<file path="src/rtl/evc_pkg.sv">
package evc_pkg;
    localparam int BUS_W    = 32;
    localparam int B_PIN_EN = 26;
    localparam int B_IRQ_EN = 25;
    localparam int B_IND_EN = 24;
    localparam int B_REL_HI = 23;
    localparam int B_REL_LO = 21;
    localparam int B_ALL    = 20;
    localparam int B_OP_HI  = 19;
    localparam int B_OP_LO  = 16;
    localparam logic [BUS_W-1:0] CMD_KEEP = 32'h07FF_0000;

    typedef enum logic [0:0] {ST_IDLE = 1'b0, ST_RUN = 1'b1} run_state_e;

    typedef enum logic [3:0] {
        OP_HOLD  = 4'd0,
        OP_START = 4'd1,
        OP_STOP  = 4'd2,
        OP_CLEAR = 4'd3
    } opcode_e;

    typedef enum logic [1:0] {
        RS_CMD  = 2'd0,
        RS_THR  = 2'd1,
        RS_CNT  = 2'd2,
        RS_STAT = 2'd3
    } regsel_e;
endpackage

</file>
<file path="src/rtl/evc_cmp.sv">
module evc_cmp #(
    parameter int W = 32
) (
    input  logic [W-1:0] count,
    input  logic [W-1:0] thresh,
    input  logic [2:0]   rel_mask,
    output logic         hit
);
    logic is_lt, is_eq, is_gt;

    always_comb begin
        is_lt = count < thresh;
        is_eq = count == thresh;
        is_gt = count > thresh;
        // mask order: [2]=less, [1]=equal, [0]=greater
        hit   = |(rel_mask & {is_lt, is_eq, is_gt});
    end
endmodule

</file>
<file path="src/rtl/evc_regdec.sv">
module evc_regdec
    import evc_pkg::*;
#(
    parameter int N_CNT = 8,
    localparam int GRP_W = (N_CNT > 1) ? $clog2(N_CNT) : 1,
    localparam int ADDR_W = GRP_W + 4
) (
    input  logic              wr_en,
    input  logic              rd_en,
    input  logic [ADDR_W-1:0] addr,
    input  logic              all_flag,
    output logic [N_CNT-1:0]  cmd_wr,
    output logic [N_CNT-1:0]  thr_wr,
    output logic [N_CNT-1:0]  cnt_wr,
    output logic [N_CNT-1:0]  stat_rd,
    output logic              rd_hit,
    output logic [GRP_W-1:0]  grp,
    output regsel_e           sel
);
    logic aligned, grp_ok, bcast;

    always_comb begin
        aligned = addr[1:0] == 2'b00;
        grp     = addr[ADDR_W-1:4];
        sel     = regsel_e'(addr[3:2]);
        grp_ok  = int'(grp) < N_CNT;
        rd_hit  = aligned && grp_ok;
        bcast   = wr_en && aligned && (grp == '0) && (sel == RS_CMD) && all_flag;
    end

    for (genvar i = 0; i < N_CNT; i++) begin : g_dec
        logic mine;
        always_comb begin
            mine       = aligned && (grp == GRP_W'(i));
            cmd_wr[i]  = (wr_en && mine && (sel == RS_CMD)) || bcast;
            thr_wr[i]  = wr_en && mine && (sel == RS_THR);
            cnt_wr[i]  = wr_en && mine && (sel == RS_CNT);
            stat_rd[i] = rd_en && mine && (sel == RS_STAT);
        end
    end
endmodule

</file>
<file path="src/rtl/evc_counter.sv">
module evc_counter
    import evc_pkg::*;
#(
    parameter int CNT_W = 32
) (
    input  logic             clk,
    input  logic             rst_n,
    input  logic             cmd_wr,
    input  logic             thr_wr,
    input  logic             cnt_wr,
    input  logic             stat_rd,
    input  logic [BUS_W-1:0] wdata,
    input  logic             ev,
    output logic [BUS_W-1:0] cmd_q,
    output logic [CNT_W-1:0] thr_q,
    output logic [CNT_W-1:0] cnt_q,
    output logic             stat_q,
    output logic             pin,
    output logic             irq_req
);
    run_state_e state_q, state_d;
    logic [3:0] op;
    logic       running, hit, do_clear;

    assign op       = wdata[B_OP_HI:B_OP_LO];
    assign do_clear = cmd_wr && (op == OP_CLEAR);

    // state register
    always_ff @(posedge clk or negedge rst_n) begin
        if (!rst_n) state_q <= ST_IDLE;
        else        state_q <= state_d;
    end

    // next state
    always_comb begin
        state_d = state_q;
        unique case (state_q)
            ST_IDLE: if (cmd_wr && op == OP_START) state_d = ST_RUN;
            ST_RUN:  if (cmd_wr && op == OP_STOP)  state_d = ST_IDLE;
            default: state_d = ST_IDLE;
        endcase
    end

    // outputs
    always_comb begin
        running = state_q == ST_RUN;
        pin     = hit && cmd_q[B_IND_EN] && cmd_q[B_PIN_EN];
        irq_req = stat_q && cmd_q[B_IND_EN] && cmd_q[B_IRQ_EN];
    end

    evc_cmp #(.W(CNT_W)) u_cmp (
        .count   (cnt_q),
        .thresh  (thr_q),
        .rel_mask(cmd_q[B_REL_HI:B_REL_LO]),
        .hit     (hit)
    );

    always_ff @(posedge clk or negedge rst_n) begin
        if (!rst_n) begin
            cmd_q  <= '0;
            thr_q  <= '0;
            cnt_q  <= '0;
            stat_q <= 1'b0;
        end else begin
            if (cmd_wr) cmd_q <= wdata & CMD_KEEP;
            if (thr_wr) thr_q <= wdata[CNT_W-1:0];
            if (do_clear)            cnt_q <= '0;
            else if (cnt_wr)         cnt_q <= wdata[CNT_W-1:0];
            else if (running && ev)  cnt_q <= cnt_q + CNT_W'(1);
            if (do_clear)            stat_q <= 1'b0;
            else if (hit)            stat_q <= 1'b1;
            else if (stat_rd)        stat_q <= 1'b0;
        end
    end

    assert_step_R3: assert property (@(posedge clk) disable iff (!rst_n)
        (running && ev && !cmd_wr && !cnt_wr) |=> cnt_q == $past(cnt_q) + CNT_W'(1));
    assert_idle_freeze_R3: assert property (@(posedge clk) disable iff (!rst_n)
        (!running && !cmd_wr && !cnt_wr) |=> $stable(cnt_q));
    assert_clear_R4: assert property (@(posedge clk) disable iff (!rst_n)
        do_clear |=> (cnt_q == '0) && !stat_q);
    assert_sticky_R6: assert property (@(posedge clk) disable iff (!rst_n)
        (stat_q && !do_clear && (!stat_rd || hit)) |=> stat_q);
endmodule

</file>
<file path="src/rtl/evc_bank.sv">
module evc_bank
    import evc_pkg::*;
#(
    parameter int N_CNT = 8,
    parameter int CNT_W = 32,
    localparam int GRP_W = (N_CNT > 1) ? $clog2(N_CNT) : 1,
    localparam int ADDR_W = GRP_W + 4
) (
    input  logic              clk,
    input  logic              rst_n,
    input  logic              bus_wr,
    input  logic              bus_rd,
    input  logic [ADDR_W-1:0] bus_addr,
    input  logic [BUS_W-1:0]  bus_wdata,
    output logic [BUS_W-1:0]  bus_rdata,
    input  logic [N_CNT-1:0]  ev_in,
    output logic [N_CNT-1:0]  thr_pin,
    output logic              irq
);
    logic [N_CNT-1:0] cmd_wr, thr_wr, cnt_wr, stat_rd, stat_v, irq_v;
    logic             rd_hit;
    logic [GRP_W-1:0] grp;
    regsel_e          sel;
    logic [BUS_W-1:0] cmd_q [N_CNT];
    logic [CNT_W-1:0] thr_q [N_CNT];
    logic [CNT_W-1:0] cnt_q [N_CNT];
    logic [BUS_W-1:0] rd_word;

    evc_regdec #(.N_CNT(N_CNT)) u_dec (
        .wr_en   (bus_wr),
        .rd_en   (bus_rd),
        .addr    (bus_addr),
        .all_flag(bus_wdata[B_ALL]),
        .cmd_wr  (cmd_wr),
        .thr_wr  (thr_wr),
        .cnt_wr  (cnt_wr),
        .stat_rd (stat_rd),
        .rd_hit  (rd_hit),
        .grp     (grp),
        .sel     (sel)
    );

    for (genvar i = 0; i < N_CNT; i++) begin : g_cnt
        evc_counter #(.CNT_W(CNT_W)) u_cnt (
            .clk    (clk),
            .rst_n  (rst_n),
            .cmd_wr (cmd_wr[i]),
            .thr_wr (thr_wr[i]),
            .cnt_wr (cnt_wr[i]),
            .stat_rd(stat_rd[i]),
            .wdata  (bus_wdata),
            .ev     (ev_in[i]),
            .cmd_q  (cmd_q[i]),
            .thr_q  (thr_q[i]),
            .cnt_q  (cnt_q[i]),
            .stat_q (stat_v[i]),
            .pin    (thr_pin[i]),
            .irq_req(irq_v[i])
        );

        assert_bcast_R9: assert property (@(posedge clk) disable iff (!rst_n)
            (bus_wr && bus_addr == '0 && bus_wdata[B_ALL])
            |=> cmd_q[i] == ($past(bus_wdata) & CMD_KEEP));
        assert_pin_gate_R7: assert property (@(posedge clk) disable iff (!rst_n)
            thr_pin[i] |-> (cmd_q[i][B_IND_EN] && cmd_q[i][B_PIN_EN]));
    end

    assign irq = |irq_v;

    always_comb begin
        rd_word = '0;
        if (rd_hit) begin
            unique case (sel)
                RS_CMD:  rd_word = cmd_q[grp];
                RS_THR:  rd_word = BUS_W'(thr_q[grp]);
                RS_CNT:  rd_word = BUS_W'(cnt_q[grp]);
                RS_STAT: rd_word = BUS_W'(stat_v[grp]);
                default: rd_word = '0;
            endcase
        end
    end

    always_ff @(posedge clk or negedge rst_n) begin
        if (!rst_n)      bus_rdata <= '0;
        else if (bus_rd) bus_rdata <= rd_word;
    end

    assert_irq_src_R8: assert property (@(posedge clk) disable iff (!rst_n)
        irq |-> (stat_v != '0));
    assert_local_R10: assert property (@(posedge clk) disable iff (!rst_n)
        (bus_wr && bus_addr[1:0] == 2'b00 && bus_addr[3:2] == 2'b00
         && bus_addr[ADDR_W-1:4] != '0) |-> $onehot0(cmd_wr));
endmodule

</file>
<file path="config.mk">
export PLATFORM = sky130hd
export DESIGN_NAME = evc_bank
export DESIGN_NICKNAME = d
export VERILOG_FILES = /design/src/rtl/evc_pkg.sv /design/src/rtl/evc_cmp.sv /design/src/rtl/evc_regdec.sv /design/src/rtl/evc_counter.sv /design/src/rtl/evc_bank.sv
export SDC_FILE = /design/constraint.sdc
export NUM_CORES = 2
export LEC_CHECK = 0
export ABC_AREA = 1
export ABC_CLOCK_PERIOD_IN_PS = 2500
export BUFFER_PORTS_ARGS = -buffer_cell sky130_fd_sc_hd__buf_2
export CORE_MARGIN = 2
export CORE_UTILIZATION = 44
export CTS_CLUSTER_SIZE = 24
export DETAILED_ROUTE_END_ITERATION = 8
export GPL_TIMING_DRIVEN = 0
export PLACE_DENSITY = 0.57
export SYNTH_ARGS = -nofsm -noshare
export SYNTH_HDL_FRONTEND = slang
export SYNTH_SLANG_ARGS = --single-unit
export TNS_END_PERCENT = 20
</file>
<file path="constraint.sdc">
create_clock -name clk -period 2.5 [get_ports clk]
set_input_delay 0.25 -clock clk [delete_from_list [all_inputs] [get_ports clk]]
set_output_delay 0.25 -clock clk [all_outputs]
set_load 0.005 [all_outputs]
</file>
# Word level (Yosys, flattened, before mapping)
# Index checks and enable logic that the tools add are counted.
dict set report totals {
  in_bits 51
  reg_bits 648
  output_inout_bits 41
  wordCells 350
}
dict set report classes {
  eq_ne 21
  bitwise 17
  reduce_logical 160
  addsub 8
  n_mux 85
  order_cmp 18
}
# operator count
set op_table {}
lappend op_table {{32-bit two-way mux} 31}
lappend op_table {{32-bit binary-select mux with 3-bit select} 3}
lappend op_table {{32-bit by 1-bit adder with 32-bit output, second input constant} 8}
lappend op_table {{32-bit == test} 8}
lappend op_table {{32-bit > comparator} 8}
lappend op_table {{32-bit < comparator} 8}
lappend op_table {{32-bit case mux with 4 select lines} 1}
lappend op_table {{1-bit logical AND} 124}
lappend op_table {{3-bit nonzero test} 16}
lappend op_table {{1-bit two-way mux} 41}
lappend op_table {{3-bit bitwise AND} 8}
lappend op_table {{3-bit OR reduction} 8}
lappend op_table {{1-bit case mux with 2 select lines} 8}
lappend op_table {{3-bit == test, second input constant} 4}
lappend op_table {{4-bit by 2-bit == test with 1-bit output, second input constant} 2}
lappend op_table {{1-bit logical OR} 8}
lappend op_table {{1-bit NOT} 8}
lappend op_table {{8-bit OR reduction} 1}
lappend op_table {{3-bit by 2-bit == test with 1-bit output, second input constant} 2}
lappend op_table {{2-bit == test, second input constant} 2}
lappend op_table {{4-bit by 1-bit == test with 1-bit output, second input constant} 1}
lappend op_table {{4-bit greater-or-equal comparator, second input constant} 1}
lappend op_table {{2-bit logical NOT} 2}
lappend op_table {{3-bit by 4-bit < comparator with 1-bit output, second input constant} 1}
lappend op_table {{other kinds (5)} 5}

# Depth between registers and ports, before layout
dict set report depth {
  depth_word 9
  mapped_depth 18
  ltp_nobuf 17
}

# By module
# From an unflattened synthesis, not the netlist that was laid out.
dict set report unflattened {
  hier_cells 7491
  area_unflattened_um2 51271.7
}
# module area_per_inst_um2 instances cells_per_inst
set modules_own_cells {}
lappend modules_own_cells {{evc_counter at g_cnt[1].u_cnt ...} 4367.9 6 548}
lappend modules_own_cells {evc_bank 8749.6 1 1846}
lappend modules_own_cells {evc_cmp 889.6 8 146}
lappend modules_own_cells {{evc_counter at g_cnt[7].u_cnt} 4385.5 1 554}
lappend modules_own_cells {{evc_counter at g_cnt[0].u_cnt} 4370.4 1 551}
lappend modules_own_cells {evc_regdec 441.7 1 84}

# Worst setup path after synthesis
# OpenSTA, ideal clock, no wires.
dict set report synth_path {
  path_kind {register -> register}
  from {register g_cnt[0].u_cnt.cnt_q[1]}
  to {register g_cnt[0].u_cnt.cnt_q[24]}
  synth_period_minus_slack_ns 1.878
  slack_ns 0.622
  path_stages_with_launch 11
  n_path_buf 0
  t_arrival_ns 1.747
  setup_time_ns 0.131
  cell_sequence {dfrtp_1 -> ha_1 -> nand3_1 -> nor2_1 -> nand3_1 -> nor2_1 -> nand2_1 -> nor2_1 -> a21oi_1 -> o21ai_0 -> o21ai_0}
}
dict set report synth_between {
  elab_chain_cells 4
}
# item line_no
set synth_lines {}
lappend synth_lines {{start, declared} evc_counter.sv:16} ;# output logic [CNT_W-1:0] cnt_q,
lappend synth_lines {{start signal, assigned} evc_counter.sv:68} ;# else if (cnt_wr) cnt_q <= wdata[CNT_W-1:0];
lappend synth_lines {{start signal, assigned} evc_counter.sv:69} ;# else if (running && ev) cnt_q <= cnt_q + CNT_W'(1);
lappend synth_lines {{32-bit by 1-bit adder with 32-bit output} evc_counter.sv:69}
lappend synth_lines {{32-bit two-way mux} evc_counter.sv:69}
lappend synth_lines {{32-bit two-way mux} evc_counter.sv:68}
lappend synth_lines {{32-bit two-way mux} evc_counter.sv:67} ;# if (do_clear) cnt_q <= '0;
# Every way passes these cells. The select of a mux whose other input is x is not followed.
# A chain may end at the register's enable or synchronous reset.

# Worst setup path in the final report
dict set report layout_path {
  from {register g_cnt[4].u_cnt.cnt_q[4]}
  to {output port thr_pin[4]}
}
dict set report layout_between {
  elab_chain_cells 5
}
# item line_no
set layout_lines {}
lappend layout_lines {{start, declared} evc_counter.sv:16}
lappend layout_lines {{start signal, assigned} evc_counter.sv:68}
lappend layout_lines {{start signal, assigned} evc_counter.sv:69}
lappend layout_lines {{32-bit > comparator (tied with other cells)} evc_cmp.sv:14} ;# is_gt = count > thresh;
lappend layout_lines {{3-bit bitwise AND (*)} evc_cmp.sv:16} ;# hit = |(rel_mask & {is_lt, is_eq, is_gt});
lappend layout_lines {{3-bit OR reduction (*)} evc_cmp.sv:16}
lappend layout_lines {{1-bit logical AND (*) (2 in series)} evc_counter.sv:47} ;# pin = hit && cmd_q[B_IND_EN] && cmd_q[B_PIN_EN];
lappend layout_lines {{end, declared} evc_bank.sv:17} ;# output logic [N_CNT-1:0] thr_pin,
# Every way passes the cells marked *; elsewhere a longest branch is shown, timed or not.

==> impl_table.tex <==
\begin{tabular}{lr}
\hline
Metric & Value \\
\hline
\multicolumn{2}{l}{\textbf{CTS}} \\
\quad Clk buf depth & 3 \\
\quad Clock latency at the later pin of the worst-skew pair & 700 ps \\
\quad CTS tree & done \\
\quad Clock transition at path regs & 60 ps \\
\quad H-tree Lvls & 3 \\
\quad TritonCTS buffer count & 81 \\
\quad Clk sink count & 648 \\
\quad Clock root buffer & clkbuf\_16 \\
\multicolumn{2}{l}{\textbf{Final layout}} \\
\quad Final instance area & 0.05277 mm\^{}2 \\
\quad Count of filler cells inserted in the layout & 9828 \\
\quad Storage cell area & 0.01640 mm\^{}2 \\
\quad Total area of multi-input combinational cells & 0.02554 mm\^{}2 \\
\quad Layout cell share with drive strength beyond 1 & 16.38\% \\
\quad Non-filler instance count after layout & 7882 \\
\quad Synth-to-Final Area Change & 20.20\% \\
\quad Total number of nets in the final design & 6835 \\
\quad Post-Route Utilization & 53.46\% \\
\multicolumn{2}{l}{\textbf{Critical path}} \\
\quad Category of the most critical setup path & reg2out \\
\quad Cell with the biggest individual delay on the critical path & dfrtp\_1 \\
\quad Worst path top cell family by delay & simple AND/OR/NAND/NOR gates \\
\quad Critical path, cell by cell & ha\_4 > nand2\_2 > nor2\_2 > nand4\_1 > nor2\_4 > nand2\_2 > inv\_2 > nor2\_1 > nand2\_1 > a31oi\_2 > buf\_2 \\
\quad Data required time of the worst path & 2250 ps \\
\quad Arrival @ worst endpoint & 2720 ps \\
\quad Slowest Stage Delay on Critical Path & 440 ps \\
\quad Kind of start point of the critical path & register \\
\quad Buffers \& Inverters on Critical Path & 2 \\
\quad Largest fanout of any net on the critical path & 3 \\
\quad Most frequent cell on the critical path & nand2\_2 \\
\quad CP Capture Type & primary output \\
\multicolumn{2}{l}{\textbf{Die}} \\
\quad Number of core rows & 115 \\
\quad Top Ports & 92 \\
\quad Horizontal die dimension & 319.9 um \\
\quad Chip Height & 319.9 um \\
\quad Total die area & 0.1023 mm\^{}2 \\
\quad Floorplan Core Area & 0.09871 mm\^{}2 \\
\quad Starting Density & 44.47\% \\
\multicolumn{2}{l}{\textbf{STA}} \\
\quad Final critical path time including I/O delays and setup & 2973 ps \\
\quad Worst hold slack & 36.21 ps \\
\quad Post-route fraction of the period consumed by the critical path & 118.9\% \\
\quad Setup repair after global routing missed its margin & yes \\
\quad Timing-limited maximum frequency & 336.4 MHz \\
\quad Hold Violations, Final & 0 \\
\quad Setup TNS & -5750 ps \\
\quad Smallest setup slack after layout & -472.9 ps \\
\quad Final setup vio count & 29 \\
\quad Clock skew & 19.47 ps \\
\quad Final Max Tran Viols & 66 \\
\quad Slew Limit Headroom & -10.57\% \\
\quad Tightest Pin Transition & 1658 ps \\
\multicolumn{2}{l}{\textbf{Yosys}} \\
\quad Gate count of the mapped netlist & 6150 \\
\quad Proportion of netlist area held by the largest area contributor & 36.94\% \\
\quad Area leader, netlist & dfrtp\_1 \\
\quad Ys flop type & dfrtp\_1 \\
\quad Yosys warning count & 0 \\
\quad Most common cell in the synthesized netlist & nand2\_1 \\
\quad Most area-consuming cells after synthesis & dfrtp\_1 (37\%), nand2\_1 (15\%), ha\_1 (7.5\%), o21ai\_0 (7.1\%), inv\_1 (6.0\%) \\
\quad Part of the Yosys area used for sequential elements & 36.94\% \\
\quad Post-Synthesis Cell Area & 0.04390 mm\^{}2 \\
\quad Number of enable-type register cells in the synthesized netlist & 0 \\
\quad Syn Nets & 6465 \\
\quad Post-synthesis cell type count & 52 \\
\quad Number of storage elements in the synthesis netlist & 648 \\
\quad FFs w/ async S/R, synth & 100.0\% \\
\quad Synthesized area per cell & 7.138 um\^{}2 \\
\quad Most numerous cell types in the synthesized netlist & nand2\_1 (1733), inv\_1 (707), dfrtp\_1 (648), o21ai\_0 (620), nor2\_1 (410) \\
\multicolumn{2}{l}{\textbf{Placement}} \\
\quad Post-place setup slack & -1018 ps \\
\quad HPWL reported at the end of detailed placement & 198600 um \\
\quad Placed cell count & 7535 \\
\quad Count of input and output buffers & 87 \\
\quad Post-place instance area & 0.04622 mm\^{}2 \\
\quad Final weighted congestion of routability-driven global placement & 1.075 \\
\multicolumn{2}{l}{\textbf{Power and ir drop}} \\
\quad Worst supply voltage drop on vdd & 0.6319 mV \\
\quad Total power & 44.87 mW \\
\quad Power density normalized to cell area & 850.4 mW/mm\^{}2 \\
\quad Proportion of power drawn by flip-flops and latches & 33.1\% \\
\quad Cell Int Power & 26.07 mW \\
\quad Leakage & 24.00 nW \\
\quad Switch Pwr & 18.80 mW \\
\quad Sw frac & 41.90\% \\
\quad Relative contribution of the clock network to total power & 28.6\% \\
\quad Combinational share of power & 38.3\% \\
\multicolumn{2}{l}{\textbf{Global route}} \\
\quad Wire length of the first global-routing pass & 356300 um \\
\quad Antenna violations before repair & 26 \\
\quad Via count of the first global-routing pass & 46563 \\
\quad Sum of overflow across all layers after global routing & 0 \\
\quad GR Util All Layers & 49.97\% \\
\quad Largest net degree at the start of global routing & 109 \\
\multicolumn{2}{l}{\textbf{Worst hold path}} \\
\quad Class of the worst hold path & in2reg \\
\multicolumn{2}{l}{\textbf{Detailed routing}} \\
\quad Antenna-violating nets left & 0 \\
\quad Mean routed wirelength per cell & 33.47 um \\
\quad Number of detailed-routing iterations run before antenna repair & 9 \\
\quad 1st-iter DRT viols & 7057 \\
\quad Via count & 50573 \\
\quad Detailed Route WL & 263800 um \\
\quad DR DRC count & 5 \\
\quad Mean number of vias per cell & 6.416 \\
\multicolumn{2}{l}{\textbf{Outcome}} \\
\quad Outcome & complete, but fails checks \\
\quad Violations in the final reports & DRC, capacitance limit, slew limit, setup timing \\
\multicolumn{2}{l}{\textbf{Flow run}} \\
\quad Max-cap violations & 6 \\
\hline
\end{tabular}
==> per-layer routing <==
layer	up-vias	wire, um	GRT usage (%)
met3	1235	33630	16.95
met5	-	61	0
met1	24340	91130	57.88
li1	21214	-	-
met4	8	29050	42.88
met2	3776	109900	74.10
==> power by group through the flow <==
stage | Clock (mW) | Sequential (mW) | Combinational, mW
final | 12.8 | 14.9 | 17.2
after global routing | 13.2 | 14.9 | 18.4
after CTS | 12.8 | 14.7 | 15.0
after detailed placement | 0 | 15.0 | 13.2
after global placement | 0 | 15.0 | 13.0
after floorplan | 0 | 13.7 | 8.85
==> layout by cell type, fill, tap and decap left out, types with 16 or more instances in the layout <==
cell,instances
clkbuf_16,86
o22ai_2,36
nand3_1,265
o21ai_0,617
a21oi_1,227
nand2_4,31
clkbuf_2,32
buf_2,110
o21a_1,16
nand2_2,67
clkbuf_1,197
buf_6,23
nand2_1,1652
clkbuf_8,28
nor2_4,34
nor2_1,345
a31oi_1,27
xor2_1,119
nor3_1,132
inv_2,72
a22oi_1,44
o21ai_1,32
ha_1,199
nand4_1,74
o22ai_1,231
buf_4,189
o211ai_1,20
dfrtp_1,504
ha_4,64
dfrtp_2,143
a21oi_2,22
o2111ai_1,44
o31ai_1,26
inv_1,647
nand3_2,17
nor2_2,38
==> what timing repair did <==
item,4_1_cts,5_1_grt
endpoints found under the hold margin,200,0
endpoints found under the setup margin,71,178
cloned,0,2
hold buffers,4,0
gates resized for setup,321,313
setup buffers,101,89
pin swaps,84,93
==> final timing paths <==
kind	start	end	slack (ps)	cells past startpoint
hold / removal	bus_wdata[15]	g_cnt[3].u_cnt.cnt_q[15]	40	3
setup reg to reg	g_cnt[5].u_cnt.cnt_q[7]	g_cnt[5].u_cnt.stat_q	-260	21
max in group asynchronous	rst_n	g_cnt[0].u_cnt.cnt_q[24]	430	6
hold reg to reg	bus_rdata[9]	bus_rdata[9]	470	2
setup / recovery	g_cnt[4].u_cnt.cnt_q[4]	thr_pin[4]	-470	11
min in group asynchronous	rst_n	g_cnt[7].u_cnt.thr_q[4]	60	2
==> sequential cells by signal (all words and copies together), names as in the netlist <==
signal and count:
g_cnt.u_cnt.cmd_q 88, g_cnt.u_cnt.running 8, g_cnt.u_cnt.thr_q 256, g_cnt.u_cnt.cnt_q 256, g_cnt.u_cnt.stat_q 8, bus_rdata 32
==> cell type report <==
| type | instances | area share [%] |
|---|---|---|
| multi-input cells | 4482 | 48.41 |
| flip-flops and latches | 648 | 31.08 |
| inverters | 727 | 5.193 |
| clock buffers | 127 | 4.821 |
| repair buffers | 295 | 4.439 |
| well taps | 1287 | 3.052 |
| plain buffers | 285 | 2.471 |
| clock inverters | 16 | 0.4695 |
| diodes | 15 | 0.07114 |
==> logic make-up (layout without fill, tap and decap cells) <==
logic type	count (synthesis)	count (layout)	synth area share, %
xor gates and xnor gates	127	127	2.534
adders and majority gates	264	264	7.525
other	0	15	0
and+or+nand+nor	2707	2707	25.50
buffers and inverters	1020	1450	9.126
muxes	5	5	0.1283
DFF	648	648	36.94
AOI/OAI and AO/OA	1379	1379	18.25
==> worst reg2reg max path, delay by kind of cell (launching register included) <==
family,cells,cell delay [ps]
adders and majority gates,1,290
and+or+nand+nor,9,1040
DFF,1,450
buffers and inverters,11,880
Power figures use the tool's default switching activity.
